## config.mk

```make
export PLATFORM = sky130hd
export DESIGN_NAME = pgood_sequencer
export DESIGN_NICKNAME = d
export VERILOG_FILES = /design/src/rtl/pgs_pkg.sv /design/src/rtl/pgs_rate_latch.sv /design/src/rtl/pgs_delay_stage.sv /design/src/rtl/pgs_pol_out.sv /design/src/rtl/pgood_sequencer.sv
export SDC_FILE = /design/constraint.sdc
export NUM_CORES = 1
export LEC_CHECK = 0
export BUFFER_PORTS_ARGS = -buffer_cell sky130_fd_sc_hd__buf_2
export CAP_MARGIN = 40
export CELL_PAD_IN_SITES_DETAIL_PLACEMENT = 0
export CELL_PAD_IN_SITES_GLOBAL_PLACEMENT = 2
export CORE_MARGIN = 2
export CORE_UTILIZATION = 42
export DETAILED_ROUTE_END_ITERATION = 7
export PLACE_DENSITY = 0.93
export SETUP_SLACK_MARGIN = 0.1
export SKIP_LAST_GASP = 1
export SLEW_MARGIN = 10
export SYNTH_ARGS = -nofsm -noshare
export SYNTH_HDL_FRONTEND = slang
export SYNTH_SLANG_ARGS = --single-unit
```

## constraint.sdc

```tcl
create_clock -name clk -period 2.4 [get_ports clk]
set_clock_uncertainty 0.05 [all_clocks]
set_input_delay 0.48 -clock clk [delete_from_list [all_inputs] [get_ports clk]]
set_output_delay 0.48 -clock clk [all_outputs]
set_load 0.02 [all_outputs]
```

## src/rtl/pgs_pkg.sv

```systemverilog
package pgs_pkg;
  // Stage activity, used by the delay stages for readability.
  typedef enum logic {
    STG_IDLE  = 1'b0,
    STG_COUNT = 1'b1
  } stage_mode_e;

  // Number of tick periods per inter-flag delay.
  localparam int unsigned DEF_PERIODS = 255;

  function automatic int unsigned cnt_width(input int unsigned periods);
    return (periods < 2) ? 1 : $clog2(periods);
  endfunction
endpackage

```

## src/rtl/pgs_rate_latch.sv

```systemverilog
module pgs_rate_latch #(
  parameter int unsigned DIV_W  = 8,
  parameter int unsigned NUM_DLY = 3
) (
  input  logic                     clk,
  input  logic                     rst_n,
  input  logic                     load_i,
  input  logic [NUM_DLY*DIV_W-1:0] div_i,
  output logic [NUM_DLY*DIV_W-1:0] div_o
);
  logic [NUM_DLY*DIV_W-1:0] div_q;

  for (genvar g = 0; g < NUM_DLY; g++) begin : g_field
    always_ff @(posedge clk or negedge rst_n) begin
      if (!rst_n) begin
        div_q[g*DIV_W +: DIV_W] <= '0;
      end else if (load_i) begin
        div_q[g*DIV_W +: DIV_W] <= div_i[g*DIV_W +: DIV_W];
      end
    end
  end

  assign div_o = div_q;


  rate_hold_chk: assert property (@(posedge clk) disable iff (!rst_n)
    !load_i |=> $stable(div_q));
endmodule

```

## src/rtl/pgs_delay_stage.sv

```systemverilog
module pgs_delay_stage
  import pgs_pkg::*;
#(
  parameter int unsigned DIV_W   = 8,
  parameter int unsigned PERIODS = DEF_PERIODS
) (
  input  logic             clk,
  input  logic             rst_n,
  input  logic             run_i,
  input  logic [DIV_W-1:0] div_i,
  output logic             done_o
);
  localparam int unsigned CNT_W = cnt_width(PERIODS);
  localparam logic [CNT_W-1:0] LAST = CNT_W'(PERIODS - 1);

  stage_mode_e      mode;
  logic [DIV_W-1:0] presc_q;
  logic [CNT_W-1:0] cnt_q;
  logic             tick;

  assign mode   = run_i ? STG_COUNT : STG_IDLE;
  assign tick   = (mode == STG_COUNT) && (presc_q == div_i);
  assign done_o = tick && (cnt_q == LAST);

  // Tick prescaler: one tick every div_i+1 cycles while counting.
  always_ff @(posedge clk or negedge rst_n) begin
    if (!rst_n) begin
      presc_q <= '0;
    end else if (mode == STG_IDLE) begin
      presc_q <= '0;
    end else if (tick) begin
      presc_q <= '0;
    end else begin
      presc_q <= presc_q + 1'b1;
    end
  end

  // Period counter: wraps after the final period of the delay.
  always_ff @(posedge clk or negedge rst_n) begin
    if (!rst_n) begin
      cnt_q <= '0;
    end else if (mode == STG_IDLE) begin
      cnt_q <= '0;
    end else if (tick) begin
      cnt_q <= (cnt_q == LAST) ? '0 : cnt_q + 1'b1;
    end
  end


  cnt_bound_chk: assert property (@(posedge clk) disable iff (!rst_n)
    cnt_q <= LAST);


  idle_clear_chk: assert property (@(posedge clk) disable iff (!rst_n)
    !run_i |=> (cnt_q == '0 && presc_q == '0));
endmodule

```

## src/rtl/pgs_pol_out.sv

```systemverilog
module pgs_pol_out #(
  parameter int unsigned NUM_FLAGS = 4
) (
  input  logic [NUM_FLAGS-1:0] active_i,
  input  logic                 pol_hi_i,
  output logic [NUM_FLAGS-1:0] flag_o
);
  for (genvar g = 0; g < NUM_FLAGS; g++) begin : g_pin
    assign flag_o[g] = pol_hi_i ? active_i[g] : ~active_i[g];
  end
endmodule

```

## src/rtl/pgood_sequencer.sv

```systemverilog
module pgood_sequencer
  import pgs_pkg::*;
#(
  parameter int unsigned NUM_FLAGS = 4,
  parameter int unsigned DIV_W     = 8,
  parameter int unsigned PERIODS   = DEF_PERIODS
) (
  input  logic                               clk,
  input  logic                               rst_n,
  input  logic                               start_i,
  input  logic                               fault_i,
  input  logic                               pol_hi_i,
  input  logic [(NUM_FLAGS-1)*DIV_W-1:0]     rate_div_i,
  output logic [NUM_FLAGS-1:0]               flag_o,
  output logic                               sleep_req_o
);
  localparam int unsigned NUM_DLY = NUM_FLAGS - 1;
  localparam int unsigned LASTF   = NUM_FLAGS - 1;

  logic [NUM_FLAGS-1:0]     act_q;
  logic                     sleep_q;
  logic                     busy;
  logic                     start_ok;
  logic [NUM_DLY-1:0]       run;
  logic [NUM_DLY-1:0]       done;
  logic [NUM_DLY*DIV_W-1:0] div_held;

  assign busy     = |act_q;
  assign start_ok = start_i && !fault_i && !busy;

  pgs_rate_latch #(.DIV_W(DIV_W), .NUM_DLY(NUM_DLY)) u_rates (
    .clk   (clk),
    .rst_n (rst_n),
    .load_i(start_ok),
    .div_i (rate_div_i),
    .div_o (div_held)
  );

  for (genvar g = 0; g < NUM_DLY; g++) begin : g_stage
    assign run[g] = act_q[g] && !act_q[g+1] && !fault_i;

    pgs_delay_stage #(.DIV_W(DIV_W), .PERIODS(PERIODS)) u_stage (
      .clk   (clk),
      .rst_n (rst_n),
      .run_i (run[g]),
      .div_i (div_held[g*DIV_W +: DIV_W]),
      .done_o(done[g])
    );


    order_chk: assert property (@(posedge clk) disable iff (!rst_n)
      act_q[g+1] |-> act_q[g]);
  end

  // Flag state: set in sequence, cleared all at once by a fault.
  always_ff @(posedge clk or negedge rst_n) begin
    if (!rst_n) begin
      act_q <= '0;
    end else if (fault_i) begin
      act_q <= '0;
    end else begin
      if (start_ok) act_q[0] <= 1'b1;
      for (int i = 0; i < NUM_DLY; i++) begin
        if (done[i]) act_q[i+1] <= 1'b1;
      end
    end
  end

  // Low-power request follows the final flag by one cycle.
  always_ff @(posedge clk or negedge rst_n) begin
    if (!rst_n) begin
      sleep_q <= 1'b0;
    end else if (fault_i) begin
      sleep_q <= 1'b0;
    end else if (act_q[LASTF]) begin
      sleep_q <= 1'b1;
    end
  end

  pgs_pol_out #(.NUM_FLAGS(NUM_FLAGS)) u_pins (
    .active_i(act_q),
    .pol_hi_i(pol_hi_i),
    .flag_o  (flag_o)
  );

  assign sleep_req_o = sleep_q;


  fault_clear_chk: assert property (@(posedge clk) disable iff (!rst_n)
    fault_i |=> (act_q == '0 && !sleep_q));


  first_flag_chk: assert property (@(posedge clk) disable iff (!rst_n)
    $rose(act_q[0]) |-> $past(start_i));


  sleep_after_last_chk: assert property (@(posedge clk) disable iff (!rst_n)
    sleep_q |-> act_q[LASTF]);


  sleep_rise_chk: assert property (@(posedge clk) disable iff (!rst_n)
    $rose(sleep_q) |-> $past(act_q[LASTF]));
endmodule

```

-- Word-level counts from Yosys, hierarchy flattened
Index checks and enable logic that the tools add are counted.
- $add $sub $neg: 6
- equal/unequal tests: 9
- multiplexer cells: 29
- bitwise operators: 4
- reduce and logical (&&, ||, !) cells: 25
- operators with widths (cell ; number):
    $mux 8 ; 15
    $add 8x1->8 const B ; 6
    $eq 8x8->1 ; 3
    $eq 8x8->1 const B ; 3
    $logic_and 1x1->1 ; 14
    $mux 1 ; 13
    $reduce_bool 2->1 ; 5
    $ne 2x2->1 const B ; 3
    $logic_not 1->1 ; 5
    $mux 4 ; 1
    $not 1->1 ; 4
    $reduce_or 4->1 ; 1
- register bits: 77
- input port bits: 29
- output and inout bits: 5
- word-level logic and storage cells: 87

-- Logic depth before layout (Yosys ltp)
- depth in word-level cells: 8
- depth in mapped cells: 6
- mapped depth without buffers: 6

-- Modules after synthesis
A second synthesis with hierarchy kept.
- cell total of the unflattened synthesis: 366
- area, all modules: 4141.5 µm²
- by module, submodules not included (module ; times used ; cells an instance ; area each (µm²) ; sequential area each (µm²)):
    pgs_delay_stage at g_stage[1].u_stage ... ; 2 ; 98 ; 963.4 ; 400.4
    pgs_rate_latch ; 1 ; 51 ; 997.2 ; 600.6
    pgs_delay_stage at g_stage[0].u_stage ; 1 ; 93 ; 945.9 ; 400.4
    pgood_sequencer ; 1 ; 21 ; 225.2 ; 125.1
    pgs_pol_out ; 1 ; 5 ; 46.3 ; 0.0

-- Worst setup path after synthesis
OpenSTA, ideal clock, no wires.
- kind: input to register
- start point: input port fault_i
- end point: register u_rates.div_q[10], in the netlist u_rates.div_o[10]
- library setup time: 125 ps
- data arrival time: 1575 ps
- required time: 2225 ps
- setup slack: 650 ps
- stages on the path: 5
- buffers on the path: 2
- path through: clkbuf_1 -> nor2_1 -> nand4_1 -> buf_2 -> mux2_2
- longest elaborated chain between the ends: 3
- RTL lines (what ; line ; source):
    start: declaration ; pgood_sequencer.sv:11 ; input logic fault_i,
    $logic_not 1->1 ; pgood_sequencer.sv:29 ; assign start_ok = start_i && !fault_i && !busy;
    $logic_and 1x1->1 (2 in a row) ; pgood_sequencer.sv:29 ;
    end signal: indexed assignment ; pgs_rate_latch.sv:18 ; div_q[g*DIV_W +: DIV_W] <= div_i[g*DIV_W +: DIV_W];
    end: declaration ; pgs_rate_latch.sv:11 ; logic [NUM_DLY*DIV_W-1:0] div_q;
Every way passes these cells.
A chain may end at the register's enable or synchronous reset.

-- Worst setup path after layout
- start point: register g_stage[0].u_stage.presc_q[0]
- end point: register g_stage[0].u_stage.cnt_q[7]
- longest elaborated chain between the ends: 3
- RTL lines (what ; line ; source):
    start: declaration ; pgs_delay_stage.sv:17 ; logic [DIV_W-1:0] presc_q;
    start signal: assignment ; pgs_delay_stage.sv:34 ; presc_q <= presc_q + 1'b1;
    $eq 8x8->1 ; pgs_delay_stage.sv:22 ; assign tick = (mode == STG_COUNT) && (presc_q == div_i);
    $logic_and 1x1->1 ; pgs_delay_stage.sv:22 ;
    $ne 2x2->1 (no source line) ; n/a ;
    end signal: assignment ; pgs_delay_stage.sv:45 ; cnt_q <= (cnt_q == LAST) ? '0 : cnt_q + 1'b1;
    end: declaration ; pgs_delay_stage.sv:18 ; logic [CNT_W-1:0] cnt_q;
Every way passes these cells.

==> key figures <==
Power
  – Power density cells: about 680 nW/µm²
  – P_leak: about 1.9 nW
  – Peak supply drop: 0.433 mV

STA
  – Worst slew pin tran: approximately 0.57 ns
  – Final setup TNS: 0 ns
  – Final Hold Viols: 0
  – Fin crit period: between 1.5 and 2 ns
  – Post-route clock period utilization: 0.807
  – Pins Over Slew Limit: 0
  – Fmax: 516 MHz
  – RSZ-0062 raised after global routing: false
  – Relative slew slack: 0.619
  – Setup Viol. Count Final: 0

Clock network
  – CTS Buf Count: 9
  – Postcts setup bufs: 0
  – Sink Count: between 70 and 80
  – Clk root buf: clkbuf_8
  – Clock transition at the registers of the reported paths: approximately 0.09 ns
  – CTS tree: yes
  – Cts hold-fix bufs: 0
  – H-tree levels: 3
  – Clk buf depth: 2
  – Post_cts resized: 0
  – Clock Latency Late Sink: around 0.35 ns

Routing
  – Detailed Route Iter0 Violations: around 170
  – Post-DR wirelength/cell: approximately 16 µm
  – Final ANT Viol Nets: 0
  – Drt total wl: about 8300 µm
  – # DRC: 0
  – 1st-pass router iterations: 4
  – DR vias/cell: ~5.7
  – Vias: between 2000 and 3000

Synthesis
  – Synth Warn #: 0
  – Number of library cell types mapped by synthesis: 40
  – Most instantiated cells after synthesis: 77 x dfrtp_1, 29 x xnor2_1, 28 x nor3_1
  – Ys flop type: dfrtp_1
  – Area leader, netlist: dfrtp_1
  – FFs w/ async S/R, synth: 1.00
  – Most common cell in the netlist: dfrtp_1
  – Ranking of synthesized cells by area: dfrtp_1 49%, mux2_2 6.8%, xnor2_1 6.4%, nor3_1 3.5%, xor2_1 3.3%
  – Synthesized instance count: roughly 370
  – Post-synth net total: just over 400
  – Syn Area/Cell: ~11 µm²
  – Sequential fraction of the synthesis area: 0.486
  – Top-area cell type share of the netlist area: 0.486
  – Number of synthesized flops with an enable pin: 0
  – Synthesized area: slightly below 4000 µm²
  – Synthesis-stage register bit count: 77

Setup path
  – Crit. End Element: flop
  – Origin of the critical flop-to-flop path: g_stage[0].u_stage.presc_q[0]
  – CP Max Fanout: 13
  – Reg2reg path depth: 4
  – R2R setup slack: roughly 0.46 ns
  – CP Class: flop to flop
  – RR Endpoint: g_stage[0].u_stage.cnt_q[7]
  – Critical Path RT: 2.59 ns
  – Critical Path AT: around 2.1 ns
  – Crit path launch type: flop

Placed design
  – Dpl hpwl: ~5900 µm
  – Gp weighted congestion: ~0.86
  – Port Buffers: 33
  – Post-Place Cell Area: between 4000 and 5000 µm²

Outcome
  – Outcome: completed

Die
  – Io pins: 34
  – Chip width: 101 µm
  – Die height: between 100 and 150 µm
  – Starting Density: 0.431
  – Die ar.: approximately 10000 µm²
  – FP Rows: 35
  – Core area: 9200 µm²

Final layout
  – Area of the multi-input gates: between 1500 and 2000 µm²
  – ANT cells: 0
  – # fillers: 854
  – Post-route cell area: 4510 µm²
  – # nets final: ~440
  – Share of layout cells above drive strength 1: 0.217
  – Synth-to-Final Area Change: 13.6%
  – Sequential Area: between 1500 and 2000 µm²

Job
  – Max cap viols: 0

GRT
  – All-Layer GR Usage: 0.176
  – Vias in the first global route: roughly 2900
  – Largest net degree at the start of global routing: 40
  – Global-route wire length before repair: 14300 µm
  – Grt ovf: 0
  – Initial antenna violation count: 0

Worst hold path
  – Min-delay worst type: input pin to async pin
[critical path: stages, from the launching register on]
cell	delay [ns]
dfrtp_1	0.45
xnor2_1	0.16
nand4_1	0.42
or2_1	0.48
o221a_2	0.26
[cells by family after synthesis]
logic type / count (synthesis) / share of synthesized area
AO/OA/AOI/OAI: 64 / 0.112
XOR/XNOR: 46 / 0.105
adder cells (fa/ha/maj): 9 / 0.0284
buffers and inverters: 22 / 0.0240
flip-flops: 77 / 0.486
multiplexers: 24 / 0.0681
AND/OR/NAND/NOR: 125 / 0.176
[layout make-up]
class                           instances  area share
Clock inverter                          7      0.0272
Sequential cell                        77       0.428
Inverter                                6     0.00500
Multi-Input combinational cell        268       0.432
Timing Repair Buffer                   39      0.0500
Clock buffer                            9      0.0275
Tap cell                              111      0.0308
[stage by stage]
| stage | hold slack, ns | util | total power, mW | setup WS, ns | instances |
|---|---|---|---|---|---|
| after global routing | 0.0623 | 0.490 | 3.18 | 0.280 | 517 |
| after floorplan | 0.134 | - | 1.75 | 0.650 | 367 |
| after detailed placement | 0.443 | 0.463 | 1.88 | 0.477 | 501 |
| after global placement | 0.425 | 0.463 | 1.86 | 0.524 | 501 |
| after CTS | 0.0556 | 0.490 | 3.08 | 0.464 | 517 |
| final | 0.0403 | 0.490 | 3.04 | 0.463 | 517 |
[metal layers]
metal  vias up  track usage  routed length, µm
met2        57        0.287               3950
met5         -            0                  0
met3         7       0.0455                293
met4         0       0.0468                 89
li1       1425            -                  -
met1      1475        0.236               3980
[placed cells by master (no fill, tap or decap), types with 2 or more instances in the layout]
cell,instances
or4_1,5
inv_1,6
clkinvlp_4,2
a211oi_1,9
nor4_1,2
o311ai_0,2
nor3_1,28
clkbuf_8,9
buf_2,32
nand4_1,9
buf_4,6
xor2_1,15
dfrtp_1,77
nand3_1,23
nand2_1,8
and4_1,5
o221a_2,4
ha_1,9
o21a_1,10
bufinv_16,3
nor2_1,14
nor3b_1,4
o21ai_0,10
xnor2_1,29
a31oi_1,10
o221a_1,2
mux2_2,24
and3_1,19
nand2b_1,2
xnor2_2,2
o31ai_1,2
a21oi_1,11
[power breakdown]
| group | total, mW | switching (mW) | internal [mW] |
|---|---|---|---|
| logic | 0.370 | 0.185 | 0.185 |
| registers | 1.47 | 0.0764 | 1.39 |
| clock network | 1.20 | 0.507 | 0.696 |
| total | 3.04 | 0.768 | 2.27 |
[flip-flops by register name, summed over array words and instances, names as in the netlist]
signal                   count
act_q                        4
g_stage.u_stage.cnt_q       24
g_stage.u_stage.presc_q     24
sleep_req_o                  1
u_rates.div_o               24
[worst max-delay path by stage]
stage,start,to,cells after the start
after floorplan,fault_i,u_rates.div_o[10],5
after detailed placement,g_stage[0].u_stage.presc_q[0],g_stage[0].u_stage.cnt_q[5],4
after global routing,g_stage[0].u_stage.presc_q[0],g_stage[0].u_stage.cnt_q[0],4
after global placement,g_stage[0].u_stage.presc_q[3],g_stage[0].u_stage.cnt_q[5],4
final,g_stage[0].u_stage.presc_q[0],g_stage[0].u_stage.cnt_q[7],4
after CTS,g_stage[0].u_stage.presc_q[0],g_stage[0].u_stage.cnt_q[0],4
(Power assumes the default switching activity.)
